`config.mk`:
```
export PLATFORM = sky130hd
export DESIGN_NAME = rsb_unit
export DESIGN_NICKNAME = d
export VERILOG_FILES = /design/src/rtl/rsb_pkg.sv /design/src/rtl/rsb_shifter.sv /design/src/rtl/rsb_bitop.sv /design/src/rtl/rsb_flags.sv /design/src/rtl/rsb_unit.sv
export SDC_FILE = /design/constraint.sdc
export NUM_CORES = 1
export LEC_CHECK = 0
export ABC_AREA = 1
export CORE_MARGIN = 10
export CORE_UTILIZATION = 48
export DETAILED_ROUTE_END_ITERATION = 16
export PLACE_DENSITY = 0.81
export REMOVE_ABC_BUFFERS = 1
export SYNTH_ARGS = -nofsm -noshare
export SYNTH_HDL_FRONTEND = slang
export SYNTH_HIERARCHICAL = 1
export SYNTH_SLANG_ARGS = --single-unit
```
`constraint.sdc`:
```
create_clock -name vclk -period 6.7
set_input_delay 2.01 -clock vclk [all_inputs]
set_output_delay 2.01 -clock vclk [all_outputs]
set_load 0.02 [all_outputs]
```
`src/rtl/rsb_pkg.sv`:
```
// Package: shared operation codes, flag positions and flag-update classes
// for the rotate/shift/bit unit. Assumes a 6-bit flag vector.
package rsb_pkg;

    localparam int FLAG_W = 6;
    localparam int FLG_C  = 0;
    localparam int FLG_N  = 1;
    localparam int FLG_P  = 2;
    localparam int FLG_H  = 3;
    localparam int FLG_Z  = 4;
    localparam int FLG_S  = 5;

    typedef enum logic [3:0] {
        OP_ROTL   = 4'd0,
        OP_ROTR   = 4'd1,
        OP_ROTLC  = 4'd2,
        OP_ROTRC  = 4'd3,
        OP_SHL0   = 4'd4,
        OP_SHRA   = 4'd5,
        OP_SHL1   = 4'd6,
        OP_SHRL   = 4'd7,
        OP_BTEST  = 4'd8,
        OP_BCLR   = 4'd9,
        OP_BSET   = 4'd10
    } rsb_op_e;

    typedef enum logic [1:0] {
        CLS_GENERAL = 2'd0,
        CLS_FAST    = 2'd1,
        CLS_TEST    = 2'd2,
        CLS_KEEP    = 2'd3
    } rsb_cls_e;

    typedef enum logic [1:0] {
        BM_PASS = 2'd0,
        BM_CLR  = 2'd1,
        BM_SET  = 2'd2
    } rsb_bmode_e;

endpackage

```
`src/rtl/rsb_shifter.sv`:
```
// Module: rsb_shifter
// Computes the eight rotate/shift forms selected by sel_i and the bit that
// leaves the word. Assumes DATA_W >= 2. Purely combinational.
module rsb_shifter #(
    parameter int DATA_W = 8
) (
    input  logic [DATA_W-1:0] data_i,
    input  logic              carry_i,
    input  logic [2:0]        sel_i,
    output logic [DATA_W-1:0] data_o,
    output logic              out_bit_o
);

    localparam int MSB = DATA_W - 1;

    logic left_dir;
    logic fill_bit;

    // Purpose: direction is the low select bit (even codes shift left).
    always_comb left_dir = ~sel_i[0];

    // Purpose: pick the bit that enters the vacated end for each form.
    always_comb begin
        unique case (sel_i)
            3'd0:    fill_bit = data_i[MSB];
            3'd1:    fill_bit = data_i[0];
            3'd2:    fill_bit = carry_i;
            3'd3:    fill_bit = carry_i;
            3'd4:    fill_bit = 1'b0;
            3'd5:    fill_bit = data_i[MSB];
            3'd6:    fill_bit = 1'b1;
            default: fill_bit = 1'b0;
        endcase
    end

    // Purpose: form the shifted word and the bit shifted out.
    always_comb begin
        if (left_dir) begin
            data_o    = {data_i[MSB-1:0], fill_bit};
            out_bit_o = data_i[MSB];
        end else begin
            data_o    = {fill_bit, data_i[MSB:1]};
            out_bit_o = data_i[0];
        end
    end

endmodule

```
`src/rtl/rsb_bitop.sv`:
```
// Module: rsb_bitop
// Builds a one-hot mask from the bit index, reports the selected bit and
// applies clear/set. Assumes DATA_W is a power of two.
module rsb_bitop #(
    parameter int DATA_W = 8,
    localparam int IDX_W = $clog2(DATA_W)
) (
    input  logic [DATA_W-1:0] data_i,
    input  logic [IDX_W-1:0]  idx_i,
    input  rsb_pkg::rsb_bmode_e mode_i,
    output logic [DATA_W-1:0] data_o,
    output logic              sel_bit_o
);

    import rsb_pkg::*;

    logic [DATA_W-1:0] mask;

    // One decoder slice per bit position.
    for (genvar g = 0; g < DATA_W; g++) begin : g_mask
        assign mask[g] = (idx_i == IDX_W'(g));
    end

    // Purpose: extract the selected bit.
    always_comb sel_bit_o = |(data_i & mask);

    // Purpose: apply the clear or set to the selected bit.
    always_comb begin
        unique case (mode_i)
            BM_CLR:  data_o = data_i & ~mask;
            BM_SET:  data_o = data_i | mask;
            default: data_o = data_i;
        endcase
    end

endmodule

```
`src/rtl/rsb_flags.sv`:
```
// Module: rsb_flags
// Produces the outgoing flag vector for one of four update classes.
// Assumes the flag layout defined in rsb_pkg.
module rsb_flags #(
    parameter int DATA_W = 8,
    localparam int IDX_W = $clog2(DATA_W)
) (
    input  rsb_pkg::rsb_cls_e             cls_i,
    input  logic [DATA_W-1:0]             result_i,
    input  logic [rsb_pkg::FLAG_W-1:0]    flags_i,
    input  logic                          carry_new_i,
    input  logic                          tested_bit_i,
    input  logic [IDX_W-1:0]              idx_i,
    output logic [rsb_pkg::FLAG_W-1:0]    flags_o
);

    import rsb_pkg::*;

    logic res_zero;
    logic res_even;
    logic msb_tested;

    // Purpose: result-derived zero and even-parity terms.
    always_comb begin
        res_zero = (result_i == '0);
        res_even = ~(^result_i);
    end

    // Purpose: flag that the bit test looks at the most significant bit.
    always_comb msb_tested = (idx_i == IDX_W'(DATA_W - 1));

    // Purpose: assemble the flag vector for the selected class.
    always_comb begin
        flags_o = flags_i;
        unique case (cls_i)
            CLS_GENERAL: begin
                flags_o[FLG_S] = result_i[DATA_W-1];
                flags_o[FLG_Z] = res_zero;
                flags_o[FLG_H] = 1'b0;
                flags_o[FLG_P] = res_even;
                flags_o[FLG_N] = 1'b0;
                flags_o[FLG_C] = carry_new_i;
            end
            CLS_FAST: begin
                flags_o[FLG_H] = 1'b0;
                flags_o[FLG_N] = 1'b0;
                flags_o[FLG_C] = carry_new_i;
            end
            CLS_TEST: begin
                flags_o[FLG_S] = tested_bit_i & msb_tested;
                flags_o[FLG_Z] = ~tested_bit_i;
                flags_o[FLG_H] = 1'b1;
                flags_o[FLG_P] = ~tested_bit_i;
                flags_o[FLG_N] = 1'b0;
            end
            default: flags_o = flags_i;
        endcase
    end

endmodule

```
`src/rtl/rsb_unit.sv`:
```
// Module: rsb_unit (top)
// Rotate, shift and single-bit unit: classifies the operation, routes the
// operand through the shifter or the bit logic and builds the flags.
// Assumes an external datapath registers the outputs; no state inside.
module rsb_unit #(
    parameter int DATA_W = 8,
    localparam int IDX_W = $clog2(DATA_W)
) (
    input  logic [DATA_W-1:0] operand_i,
    input  logic [5:0]        flags_i,
    input  logic [3:0]        op_i,
    input  logic [IDX_W-1:0]  bit_sel_i,
    input  logic              fast_i,
    output logic [DATA_W-1:0] result_o,
    output logic [5:0]        flags_o
);

    import rsb_pkg::*;

    localparam int MSB = DATA_W - 1;

    rsb_op_e    op_e;
    rsb_cls_e   cls;
    rsb_bmode_e bmode;
    logic       is_shift;
    logic       is_bitop;
    logic [DATA_W-1:0] shift_res;
    logic [DATA_W-1:0] bit_res;
    logic       shift_out;
    logic       tested;

    // Purpose: view the raw code as the operation enum.
    always_comb op_e = rsb_op_e'(op_i);

    // Purpose: split codes into rotate/shift and bit-operation groups.
    always_comb begin
        is_shift = (op_i[3] == 1'b0);
        is_bitop = (op_e == OP_BTEST) || (op_e == OP_BCLR) || (op_e == OP_BSET);
    end

    // Purpose: choose the flag-update class.
    always_comb begin
        if (is_shift)
            cls = (fast_i && (op_i[2] == 1'b0)) ? CLS_FAST : CLS_GENERAL;
        else if (op_e == OP_BTEST)
            cls = CLS_TEST;
        else
            cls = CLS_KEEP;
    end

    // Purpose: choose the bit-logic mode.
    always_comb begin
        if (op_e == OP_BCLR)      bmode = BM_CLR;
        else if (op_e == OP_BSET) bmode = BM_SET;
        else                      bmode = BM_PASS;
    end

    rsb_shifter #(.DATA_W(DATA_W)) i_shifter (
        .data_i    (operand_i),
        .carry_i   (flags_i[FLG_C]),
        .sel_i     (op_i[2:0]),
        .data_o    (shift_res),
        .out_bit_o (shift_out)
    );

    rsb_bitop #(.DATA_W(DATA_W)) i_bitop (
        .data_i    (operand_i),
        .idx_i     (bit_sel_i),
        .mode_i    (bmode),
        .data_o    (bit_res),
        .sel_bit_o (tested)
    );

    rsb_flags #(.DATA_W(DATA_W)) i_flags (
        .cls_i        (cls),
        .result_i     (result_o),
        .flags_i      (flags_i),
        .carry_new_i  (shift_out),
        .tested_bit_i (tested),
        .idx_i        (bit_sel_i),
        .flags_o      (flags_o)
    );

    // Purpose: select the result word from the active group.
    always_comb begin
        if (is_shift)      result_o = shift_res;
        else if (is_bitop) result_o = bit_res;
        else               result_o = operand_i;
    end

    // Purpose: check the assembled outputs against the operation rules.
    always_comb begin
        if (is_shift && (op_i[0] == 1'b0)) begin
            a_r1_carry_left: assert (flags_o[FLG_C] == operand_i[MSB])
                else $error("R1 left carry mismatch");
        end
        if (is_shift && (op_i[0] == 1'b1)) begin
            a_r1_carry_right: assert (flags_o[FLG_C] == operand_i[0])
                else $error("R1 right carry mismatch");
        end
        if (op_e == OP_SHRA) begin
            a_r4_sign_kept: assert (result_o[MSB] == operand_i[MSB])
                else $error("R4 sign not preserved");
        end
        if (is_shift && fast_i && (op_i[2] == 1'b0)) begin
            a_r6_fast_keeps: assert ((flags_o[FLG_S] == flags_i[FLG_S]) &&
                                     (flags_o[FLG_Z] == flags_i[FLG_Z]) &&
                                     (flags_o[FLG_P] == flags_i[FLG_P]))
                else $error("R6 fast rotate touched S/Z/P");
        end
        if (op_e == OP_BTEST) begin
            a_r8_test_nondestructive: assert ((result_o == operand_i) &&
                                              (flags_o[FLG_Z] == ~operand_i[bit_sel_i]) &&
                                              (flags_o[FLG_C] == flags_i[FLG_C]))
                else $error("R8 bit test mismatch");
        end
        if ((op_e == OP_BCLR) || (op_e == OP_BSET)) begin
            a_r9_flags_kept: assert (flags_o == flags_i)
                else $error("R9 clear/set changed flags");
        end
        if (op_i > 4'd10) begin
            a_r10_passthru: assert ((result_o == operand_i) && (flags_o == flags_i))
                else $error("R10 undefined code altered state");
        end
    end

endmodule

```
==> impl_metrics.toml <==
[sta]
period_share_pct = 96.2
setup_viol = 0
final.setup.worst_slack_ps = 254
tightest_slew_ps = 304
post-route-min-period_ps = 6450
holdWs_ps = 4780
fmax_ghz = 0.155
grt_setup_unrepaired = "no"
hold_viol = 0
maxSlewViolCount = 0
timing.slew.headroom_pct = 79.7

[synth]
synthDistinctLibCells = 22
yosysTopAreaCellShare_pct = 29.8
post-synth-top-count-cell = "nand2_1"
synth_largest_area_cell = "nand2_1"
yosys-top-cells-count = "96 x nand2_1, 51 x inv_1, 27 x nand3_1"
postSynthCellCount = 244
synth_area_per_cell_um2 = 4.96
netlist_area_um2 = 1210
seq_area_frac_synth_pct = 0
ys_top_cells_by_area = "nand2_1 30%, inv_1 16%, nand3_1 11%"
yosys_warnings = 6

[drt]
wl_per_cell_um = 12.9
dr.pass1.iters = 4
top_layer = "met4"
totalWireLength_um = 4230
initialDrtViolationCount = 140
ant_nets = 0
drc_errors = 0
met1_length_um = 1850
via_per_inst = 5.03
dr_wl_met2_um = 2070
route.met3.wl_um = 264
vias = 1650

[pwr]
p_sw_w = 0.0000826
power.static_leakage_nw = 1.04
powerDensity_nw_per_um2 = 83.8
power.internal_w = 0.0000697
p_total_w = 0.000152
swShare_pct = 54.2
comb_power_share_pct = 100.0
power_frac_seq_pct = 0
pwr-share-clk_pct = 0
ir_drop_v = 0.0000763

[finish]
layout-drive-gt1-share_pct = 19.8
design.seq.count = 0
final_util_pct = 74.7
seqCellArea_um2 = 0
clock_buffers = 0
antennaDiodeCount = 0
nets = 328
syn2layout_area_growth_pct = 50.0
final.fill_count = 206

[worst_setup_path]
critical_path_buf_inv_count = 9
cp.depth = 21
cp_max_fo = 5
endpoint = "flags_o[4]"
critPathArrivalTime_ps = 4440
critPathRequiredTime_ps = 4690
critPathKind = "in2out"
cp-startpoint = "op_i[2]"
path_delay_family = "buffers and inverters"
cpMaxStageDelayCell = "dlygate4sd2_1"
path_cells = "clkbuf_2 -> nor2_8 -> inv_1 -> nor2_2 -> inv_1 -> ha_4 -> buf_4 -> nor2_1 -> o21ai_1 -> inv_1 -> inv_1 -> nand3_1 -> nand3_1 -> nand2_1 -> inv_1 -> ha_4 -> nand2_1 -> inv_1 -> nand4_1 -> nand3_1 -> dlygate4sd2_1"
critPathCaptureType = "output pin"
cp-start-kind = "primary input"
critPathMostFrequentCell = "inv_1"
cpPeakStageDelay_ps = 340

[floorplanning]
die_h_um = 70.2
die_w_um = 70.2
io-pin-count = 36
initial_core_util_pct = 49.8
coreArea_um2 = 2430
row_count = 18
die_area_um2 = 4930

[placement]
gp_congestion = 0.893
dp_slack_ps = -660
portBuffers = 36
place_hpwl_um = 3260

[grt]
grt_pass1_wl_um = 6670
grt_start_max_net_pins = 15
grtUsageTotal_pct = 15.1
overflow = 0
antenna_found_initial = 0
grt_pass1_vias = 1439

[hold_path]
min_path_type = "in2out"

[job]
drv_cap = 0

[outcome]
outcome = "completed"
==> logic make-up after synthesis <==
group / synth area share (%)
AOI/OAI and AO/OA: 5.58
adders and majority gates: 6.20
buffers and inverters: 25.0
and+or+nand+nor: 63.2
==> final cells by class <==
type | instances | area, um2 | share of cell area (%)
tap | 30 | 37.5 | 2.07
multi-input combinational | 180 | 987 | 54.3
inverter | 57 | 224 | 12.3
timing repair buffer | 61 | 568 | 31.3
==> metrics by stage <==
step                cell area, um2  setup TNS [ps]  instances
floorplan                     1130               0        237
global placement              1720           -1180        325
detailed placement            1720           -1620        325
CTS                           1750               0        327
global route                  1820               0        328
finish                        1820               0        328
==> layer usage <==
metal | vias to the layer above | GRT usage, %
li1 | 854 | -
met1 | 738 | 20.8
met2 | 54 | 25.6
met3 | 4 | 1.13
met4 | 0 | 1.10
met5 | - | 0
==> worst min-delay path, delay by kind of cell <==
family,cells,cell delay (ps)
buffers and inverters,3,580
AND/OR/NAND/NOR,3,170
==> how the worst min path moves through the flow <==
stage | from | endpoint | slack (ps) | cells after the start
finish | flags_i[2] | flags_o[2] | 4780 | 6
floorplan | op_i[3] | flags_o[1] | 4140 | 2
detailed placement | flags_i[1] | flags_o[1] | 5060 | 4
CTS | flags_i[2] | flags_o[2] | 4770 | 6
global route | flags_i[2] | flags_o[2] | 4810 | 6
global placement | flags_i[1] | flags_o[1] | 5040 | 4
==> power groups by stage <==
stage               clock [W]  sequential (W)  combinational (W)
global route                0               0           0.000167
CTS                         0               0           0.000141
detailed placement          0               0           0.000140
finish                      0               0           0.000152
global placement            0               0           0.000138
floorplan                   0               0          0.0000721
==> placed cells by master, fill, tap and decap left out, drive strengths merged <==
master           n
nand3           31
dlymetal6s2s     2
clkbuf           2
dlygate4sd2      1
nand4            8
buf             26
inv             57
o21a             1
and2             1
nor3             1
ha               6
nor2            18
nand3b           1
nand2          101
o21ai           12
clkdlybuf4s50   30
==> timing repair <==
item,CTS,global route
pin swaps,1,7
endpoints found under the setup margin,10,3
hold buffers,0,0
setup buffers,2,1
cloned,0,0
gates resized for setup,14,15
(Power assumes the default switching activity.)
